### src/rtl/abt_pkg.sv
package abt_pkg;
  typedef logic [3:0] code_t;

  localparam code_t CODE_INACTIVE = 4'b1000;
  localparam code_t CODE_ACTIVE   = 4'b1100;
  localparam code_t CODE_ABORT    = 4'b1001;
  localparam code_t CODE_DONE     = 4'b1010;

  // An event that cancels a held request for one mailbox.
  function automatic logic f_cancel_trigger(input logic locked, input logic arb,
                                            input logic err, input logic frz);
    return (locked && (arb || err)) || frz;
  endfunction

  function automatic logic f_is_abort(input code_t c);
    return c == CODE_ABORT;
  endfunction
endpackage

### src/rtl/abt_slot.sv
module abt_slot
  import abt_pkg::*;
#(
  parameter int IDX_W = 2,
  parameter int MY_IDX = 0
) (
  input  logic             clk,
  input  logic             rst_n,
  input  logic             abort_en,
  input  logic             wr_en,
  input  logic [IDX_W-1:0] wr_idx,
  input  code_t            wr_code,
  input  logic             tx_busy_valid,
  input  logic [IDX_W-1:0] tx_busy_idx,
  input  logic             ev_arb_lost,
  input  logic             ev_tx_err,
  input  logic             ev_freeze,
  input  logic             ev_tx_done,
  input  logic             flag_clr,
  output code_t            code_q,
  output logic             flag_q,
  output logic             pend_q,
  output logic             blocked_o,
  output logic             res_abort_o,
  output logic             res_done_o
);
  localparam logic [IDX_W-1:0] SELF = IDX_W'(MY_IDX);

  logic locked, wr_hit, pend_now, trig;

  assign locked      = tx_busy_valid && (tx_busy_idx == SELF);
  assign wr_hit      = wr_en && (wr_idx == SELF);
  assign blocked_o   = wr_hit && f_is_abort(wr_code) && abort_en && locked;
  assign pend_now    = pend_q || blocked_o;
  assign trig        = f_cancel_trigger(locked, ev_arb_lost, ev_tx_err, ev_freeze);
  assign res_done_o  = locked && ev_tx_done;
  assign res_abort_o = pend_now && trig && !res_done_o;

  always_ff @(posedge clk or negedge rst_n) begin
    if (!rst_n) begin
      code_q <= CODE_INACTIVE;
      pend_q <= 1'b0;
    end else if (res_done_o) begin
      code_q <= CODE_DONE;
      pend_q <= 1'b0;
    end else if (res_abort_o) begin
      code_q <= CODE_ABORT;
      pend_q <= 1'b0;
    end else if (blocked_o) begin
      pend_q <= 1'b1;
    end else if (wr_hit) begin
      code_q <= wr_code;
    end
  end

  always_ff @(posedge clk or negedge rst_n) begin
    if (!rst_n)                         flag_q <= 1'b0;
    else if (res_done_o || res_abort_o) flag_q <= 1'b1;
    else if (flag_clr)                  flag_q <= 1'b0;
  end
endmodule

### src/rtl/abt_irq_gen.sv
module abt_irq_gen #(
  parameter int NUM_MB = 4
) (
  input  logic [NUM_MB-1:0] flag,
  input  logic [NUM_MB-1:0] en,
  output logic              irq
);
  assign irq = |(flag & en);
endmodule

### src/rtl/abt_mailbox_ctrl.sv
module abt_mailbox_ctrl
  import abt_pkg::*;
#(
  parameter int NUM_MB = 4,
  localparam int IDX_W = (NUM_MB > 1) ? $clog2(NUM_MB) : 1
) (
  input  logic                clk,
  input  logic                rst_n,
  input  logic                abort_en,
  input  logic                wr_en,
  input  logic [IDX_W-1:0]    wr_idx,
  input  logic [3:0]          wr_code,
  input  logic                tx_busy_valid,
  input  logic [IDX_W-1:0]    tx_busy_idx,
  input  logic                ev_arb_lost,
  input  logic                ev_tx_err,
  input  logic                ev_freeze,
  input  logic                ev_tx_done,
  input  logic [NUM_MB-1:0]   flag_clr,
  input  logic [NUM_MB-1:0]   irq_en,
  output logic [4*NUM_MB-1:0] mb_code,
  output logic [NUM_MB-1:0]   mb_flag,
  output logic                irq
);
  logic [NUM_MB-1:0] pend_vec, blk_vec, res_abort_vec, res_done_vec;

  for (genvar i = 0; i < NUM_MB; i++) begin : g_slot
    code_t c;
    abt_slot #(.IDX_W(IDX_W), .MY_IDX(i)) u_slot (
      .clk(clk), .rst_n(rst_n), .abort_en(abort_en),
      .wr_en(wr_en), .wr_idx(wr_idx), .wr_code(wr_code),
      .tx_busy_valid(tx_busy_valid), .tx_busy_idx(tx_busy_idx),
      .ev_arb_lost(ev_arb_lost), .ev_tx_err(ev_tx_err),
      .ev_freeze(ev_freeze), .ev_tx_done(ev_tx_done),
      .flag_clr(flag_clr[i]),
      .code_q(c), .flag_q(mb_flag[i]), .pend_q(pend_vec[i]),
      .blocked_o(blk_vec[i]), .res_abort_o(res_abort_vec[i]),
      .res_done_o(res_done_vec[i])
    );
    assign mb_code[4*i +: 4] = c;
  end

  abt_irq_gen #(.NUM_MB(NUM_MB)) u_irq (
    .flag(mb_flag), .en(irq_en), .irq(irq)
  );
endmodule

### config.mk
export PLATFORM = sky130hd
export DESIGN_NAME = abt_mailbox_ctrl
export DESIGN_NICKNAME = d
export VERILOG_FILES = /design/src/rtl/abt_pkg.sv /design/src/rtl/abt_slot.sv /design/src/rtl/abt_irq_gen.sv /design/src/rtl/abt_mailbox_ctrl.sv
export SDC_FILE = /design/constraint.sdc
export NUM_CORES = 1
export LEC_CHECK = 0
export ABC_AREA = 1
export BUFFER_PORTS_ARGS = -buffer_cell sky130_fd_sc_hd__buf_2
export CELL_PAD_IN_SITES_DETAIL_PLACEMENT = 1
export CELL_PAD_IN_SITES_GLOBAL_PLACEMENT = 1
export CORE_MARGIN = 8
export CORE_UTILIZATION = 34
export DETAILED_ROUTE_END_ITERATION = 6
export GPL_TIMING_DRIVEN = 0
export PLACE_DENSITY = 0.87
export SLEW_MARGIN = 20
export SYNTH_ARGS = -nofsm -noshare
export SYNTH_HDL_FRONTEND = slang
export SYNTH_SLANG_ARGS = --single-unit
### constraint.sdc
create_clock -name clk -period 1.2 [get_ports clk]
set_input_delay 0.18 -clock clk [delete_from_list [all_inputs] [get_ports clk]]
set_output_delay 0.18 -clock clk [all_outputs]
set_load 0.01 [all_outputs]
# [Word-level counts from Yosys, hierarchy flattened]
# Index checks and enable logic that the tools add are counted.
# Widths: inputs -> output; s select.
[totals] word_cells=132 regBits=24
[classes] reduce_logical=72 mux=36 n_bitwise=1 n_eq_ne=11
[ops] cell="$mux 4" n=16
[ops] cell="$logic_and 1x1->1" n=36
[ops] cell="$reduce_bool 3->1" n=8
[ops] cell="$mux 1" n=20
[ops] cell="$logic_or 1x1->1" n=13
[ops] cell="$ne 3x3->1 const B" n=4
[ops] cell="$eq 2x2->1 const B" n=4
[ops] cell="$reduce_and 2->1" n=4
[ops] cell="$reduce_bool 2->1" n=4
[ops] cell="$and 4x4->4" n=1
[ops] cell="$eq 2x1->1 const B" n=2
[ops] cell="$eq 4x4->1 const B" n=1
[ops] cell="$logic_not 1->1" n=4
[ops] cell="$logic_not 2->1" n=2
[ops] cell="$reduce_or 4->1" n=1

# [Longest topological paths before layout]
[logic_depth] depth_word=10 depth_mapped=10

# [Modules after synthesis]
# From an unflattened synthesis, not the netlist that was laid out.
[hier_totals] cells_unflattened=224 hier_area_um2=1776.7
[modules_own_cells] mod="abt_slot (g_slot[1].u_slot ...)" area_each_um2=464.2 n_inst=2 cells_each=55
[modules_own_cells] mod="abt_slot (g_slot[0].u_slot)" area_each_um2=417.9 n_inst=1 cells_each=54
[modules_own_cells] mod="abt_slot (g_slot[3].u_slot)" area_each_um2=396.6 n_inst=1 cells_each=51
[modules_own_cells] mod="abt_irq_gen" area_each_um2=33.8 n_inst=1 cells_each=9

# [Worst setup path after synthesis]
# Ideal clock, no wire load.
[synth_timing] path_type="in2reg" startpoint="in wr_code[2]" endpoint="reg g_slot[3].u_slot.code_q[1]" t_arrival_ps=941 setup_ps=113 setup_slack_ps=146 required_time_ps=1087 path_buffers=0 path_stages=10 path_cell_list="inv_1 -> nand2_1 -> nor2_4 -> nand2_1 -> nand2_1 -> nand2_1 -> o21ai_0 -> nand2_1 -> nand2_1 -> inv_1"
[synth_between] elab_chain_len=9 elab_cells_between_ends=12 classes_between="eq/ne: 2; mux: 2; reduce/logical: 8"
[synth_lines] element="start, declared" line="abt_mailbox_ctrl.sv:12" text="input logic [3:0] wr_code,"
[synth_lines] element="$eq 4x4->1 (*)" line="abt_pkg.sv:16" text="return c == CODE_ABORT;"
[synth_lines] element="$logic_and 1x1->1 (*) (3 in series)" line="abt_slot.sv:33" text="assign blocked_o = wr_hit && f_is_abort(wr_code) && abort_en && locked;"
[synth_lines] element="$logic_or 1x1->1" line="abt_slot.sv:34" text="assign pend_now = pend_q || blocked_o;"
[synth_lines] element="$logic_and 1x1->1 (2 in series)" line="abt_slot.sv:37" text="assign res_abort_o = pend_now && trig && !res_done_o;"
[synth_lines] element="$ne 3x3->1 (no line), or another cell as far along"
[synth_lines] element="$reduce_and 2->1 (no line) or $mux 4 (tied branches)"
[synth_lines] element="end signal, assigned" line="abt_slot.sv:52" text="code_q <= wr_code;"
[synth_lines] element="end, declared" line="abt_slot.sv:20" text="output code_t code_q,"
# Every way passes the cells marked *; elsewhere a longest branch is shown, timed or not.
# A chain may end at the register's enable or synchronous reset.

# [Final worst setup path]
[layout_timing] startpoint="reg g_slot[1].u_slot.flag_q" endpoint="out irq"
[layout_between] elab_chain_len=2
[layout_lines] element="start, declared" line="abt_slot.sv:21" text="output logic flag_q,"
[layout_lines] element="start signal, assigned" line="abt_slot.sv:57" text="if (!rst_n) flag_q <= 1'b0;"
[layout_lines] element="start signal, assigned" line="abt_slot.sv:58" text="else if (res_done_o || res_abort_o) flag_q <= 1'b1;"
[layout_lines] element="start signal, assigned" line="abt_slot.sv:59" text="else if (flag_clr) flag_q <= 1'b0;"
[layout_lines] element="$and 4x4->4" line="abt_irq_gen.sv:8" text="assign irq = |(flag & en);"
[layout_lines] element="$reduce_or 4->1" line="abt_irq_gen.sv:8"
[layout_lines] element="end, declared" line="abt_mailbox_ctrl.sv:23" text="output logic irq"
# No other way between the ends.

==> summary.md <==
| Metric | Value |
|---|---|
| Status | complete, no violations |
| Final Wtd Congestion | 0.7740 |
| Initial Util | 35.85% |
| Setup violators final | 0 |
| Routed wire length per instance | 13.30 um |
| Post-Place Cells | 276 |
| Via density | 4.794 |
| Final non-filler cell total | 281 |
| Slew headroom | 63.95% |
| Min Tclk post-route | 1.136 ns |
| Power Total | 2.287 mW |
| Post-DP HPWL | 2.926 mm |
| CP Launch Type | flip-flop |
| Register area share after synthesis | 45.79% |
| Post-synth cell types | 15 |
| Area after DPL | 0.001608 mm^2 |
| DR vias | 1347 |
| IO Port Bufs | 45 |
| Critical path arrival | 0.96 ns |
| WP data required | 1.02 ns |
| CP Cell Sequence | nand2_1, nand4_1, buf_2 |
| Reg2Reg Depth | 4 |
| Die Span X | 78.37 um |
| Met2 Wirelength | 1.743 mm |
| Wire length on met3 | 206 um |
| WP buf/inv | 1 |
| CTS tree | yes |
| CP Max Fanout | 3 |
| Initial DRC count | 44 |
| Ports | 46 |
| Power density over the cells | 1338 mW/mm^2 |
| HP Class | primary input to flip-flop |
| HP Start | flag_clr[1] |
| Diodes inserted | 0 |
| Max cap viols | 0 |
| CP max stage cell | dfrtp_1 |
| CP delay by family, top | flip-flops |
| Avg Inst Size Synth | 7.227 um^2 |
| H-tree depth | 1 |
| Ys Warns | 0 |
| Remaining global-route overflow | 0 |
| Worst-Margin Slew | 0.5408 ns |
| Total core area | 0.003689 mm^2 |
| Hold EP | g_slot[1].u_slot.flag_q$_DFFE_PN0P_ |
| Post-route DRC | 0 |
| CTS max path bufs | 2 |
| Top routing layer in use | met4 |
| Crit end category | output pin |
| First-pass iteration count of the detailed router | 4 |
| Setup CP Type | flip-flop to output pin |
| Worst reg2reg setup slack | 0.11 ns |
| CP max stage delay | 0.40 ns |
| Final worst-path cycle share | 94.69% |
| Clock slew at reported path FFs | 0.08 ns |
| Min Hold Slack | 0.08710 ns |
| Die area | 0.006141 mm^2 |
| Cell row count | 22 |
| Met1 wire length | 1.771 mm |
| Endpoints failing hold | 0 |
| End of the worst register-to-register path | g_slot[3].u_slot.flag_q$_DFFE_PN0P_ |
| DIE HEIGHT | 78.37 um |
| Leakage | 0.9855 nW |
| Worst r2r src | g_slot[3].u_slot.pend_q$_DFFE_PN0P_ |
| VDD IR max | 1460 uV |
| Clock skew | 0.002567 ns |
| Net count, final | 259 |
| Unrepaired setup endpoints after global routing | yes |
| Layout fillers | 497 |
| First-pass GRT wire length | 6.465 mm |
| Share of cells above drive strength 1 | 29.18% |
| Highest clock rate | 880.1 MHz |
| Largest net degree at the start of global routing | 25 |
| Initial antenna violation count | 0 |
| Finished layout cell area | 0.001709 mm^2 |
| Clk_lat worst skew | 0.27 ns |
| Post-Route WL | 3.737 mm |
| Clk root buf | clkbuf_8 |
| Max Slew Vio Count | 0 |
| Post-synthesis register bit count | 24 |
| Net count after synthesis | 208 |
| All-layer global routing usage | 12.78% |
| Vias in the first global route | 1410 |
| Mapped Cells | 183 |
| Post-route setup TNS | 0 ns |
| Synthesized area | 0.001323 mm^2 |
| Post-CTS Setup Inserts | 0 |
| Area growth from synthesis to layout | 29.23% |
| TritonCTS buffer count | 3 |
| Final ANT Viol Nets | 0 |
| Hold depth | 2 |
| CTS sink count | 24 |
## power breakdown
part | internal, mW | leakage (nW) | switching (mW)
clock | 0.446 | 0.0357 | 0.261
combinational | 0.236 | 0.654 | 0.320
sequential | 0.959 | 0.295 | 0.0652
total | 1.64 | 0.985 | 0.646
## synthesized netlist by cell type (all sizes together)
library cell | n | area share (%)
nand2 | 51 | 15
inv | 36 | 10
nand3 | 21 | 7.9
dfrtp | 20 | 38
nor2 | 15 | 4.8
o21ai | 15 | 5.7
nand4 | 7 | 3.3
a21oi | 4 | 1.5
buf | 4 | 2.3
dfstp | 4 | 7.9
a21boi | 2 | 1.7
and2 | 2 | 0.95
o211ai | 2 | 1.1
## metal layers
layer / GRT usage, % / up-vias
li1: - / 676
met1: 15.48 / 638
met2: 21.29 / 31
met3: 4.556 / 2
met4: 2.593 / 0
met5: 0 / -
## layout make-up
cell class | count | area, um^2 | area share, %
sequential | 24 | 605.6 | 35.43
multi-input combinational | 119 | 571.8 | 33.46
timing repair buffer | 46 | 235.2 | 13.76
inverter | 36 | 135.1 | 7.906
tap | 48 | 60.06 | 3.514
clock buffer | 3 | 41.29 | 2.416
clock inverter | 1 | 30.03 | 1.757
buffer | 4 | 30.03 | 1.757
## state kept, by name, summed over array words and instances, names as in the netlist
register              flops
g_slot.u_slot.code_q     16
g_slot.u_slot.pend_q      4
g_slot.u_slot.flag_q      4
## cell usage in the layout, fill, tap and decap left out
master,synthesis,routed
nand2_1,50,46
buf_2,0,45
inv_1,36,36
nand3_1,21,21
dfrtp_1,20,20
nor2_1,14,13
o21ai_0,15,13
nand4_1,7,7
nand2_2,1,5
buf_4,4,4
dfstp_2,4,4
clkbuf_8,0,3
a21boi_2,2,2
o21ai_1,0,2
a21oi_2,0,2
and2_1,2,2
a21oi_1,4,2
o211ai_1,2,2
nor2_4,1,1
nor2_2,0,1
bufinv_16,0,1
dlygate4sd3_1,0,1
## through the flow
stage | setup slack [ns] | utilization, %
after floorplan | 0.1460 | -
after global placement | -0.1703 | 43.59
after detailed placement | -0.1861 | 43.59
after CTS | 0.02694 | 45.79
after global routing | -0.02844 | 46.34
final | 0.06375 | 46.34
## repair_timing
item                                   in CTS  in global routing
endpoints found under the hold margin      20                  0
gates resized for setup                     0                  9
hold buffers                                1                  0
setup endpoints to repair                   0                 11
## worst max-delay path by stage
| stage | from | to | depth (start not counted) |
|---|---|---|---|
| CTS | g_slot[1].u_slot.flag_q$_DFFE_PN0P_ | irq | 3 |
| detailed placement | wr_code[2] | g_slot[2].u_slot.code_q[1]$_DFFE_PN0P_ | 11 |
| global route | wr_code[2] | g_slot[3].u_slot.code_q[1]$_DFFE_PN0P_ | 11 |
| global placement | wr_code[2] | g_slot[3].u_slot.code_q[1]$_DFFE_PN0P_ | 11 |
| floorplan | wr_code[2] | g_slot[3].u_slot.code_q[1]$_DFFE_PN0P_ | 10 |
| finish | g_slot[1].u_slot.flag_q$_DFFE_PN0P_ | irq | 3 |
## logic make-up (layout without fill, tap and decap cells)
| group | Yosys count | after routing | synth area share (%) |
|---|---|---|---|
| buffers and inverters | 40 | 90 | 12.49 |
| AND/OR/NAND/NOR | 96 | 96 | 31.69 |
| AO/OA/AOI/OAI | 23 | 23 | 10.03 |
| flip-flops | 24 | 24 | 45.79 |
Power figures use the tool's default switching activity.
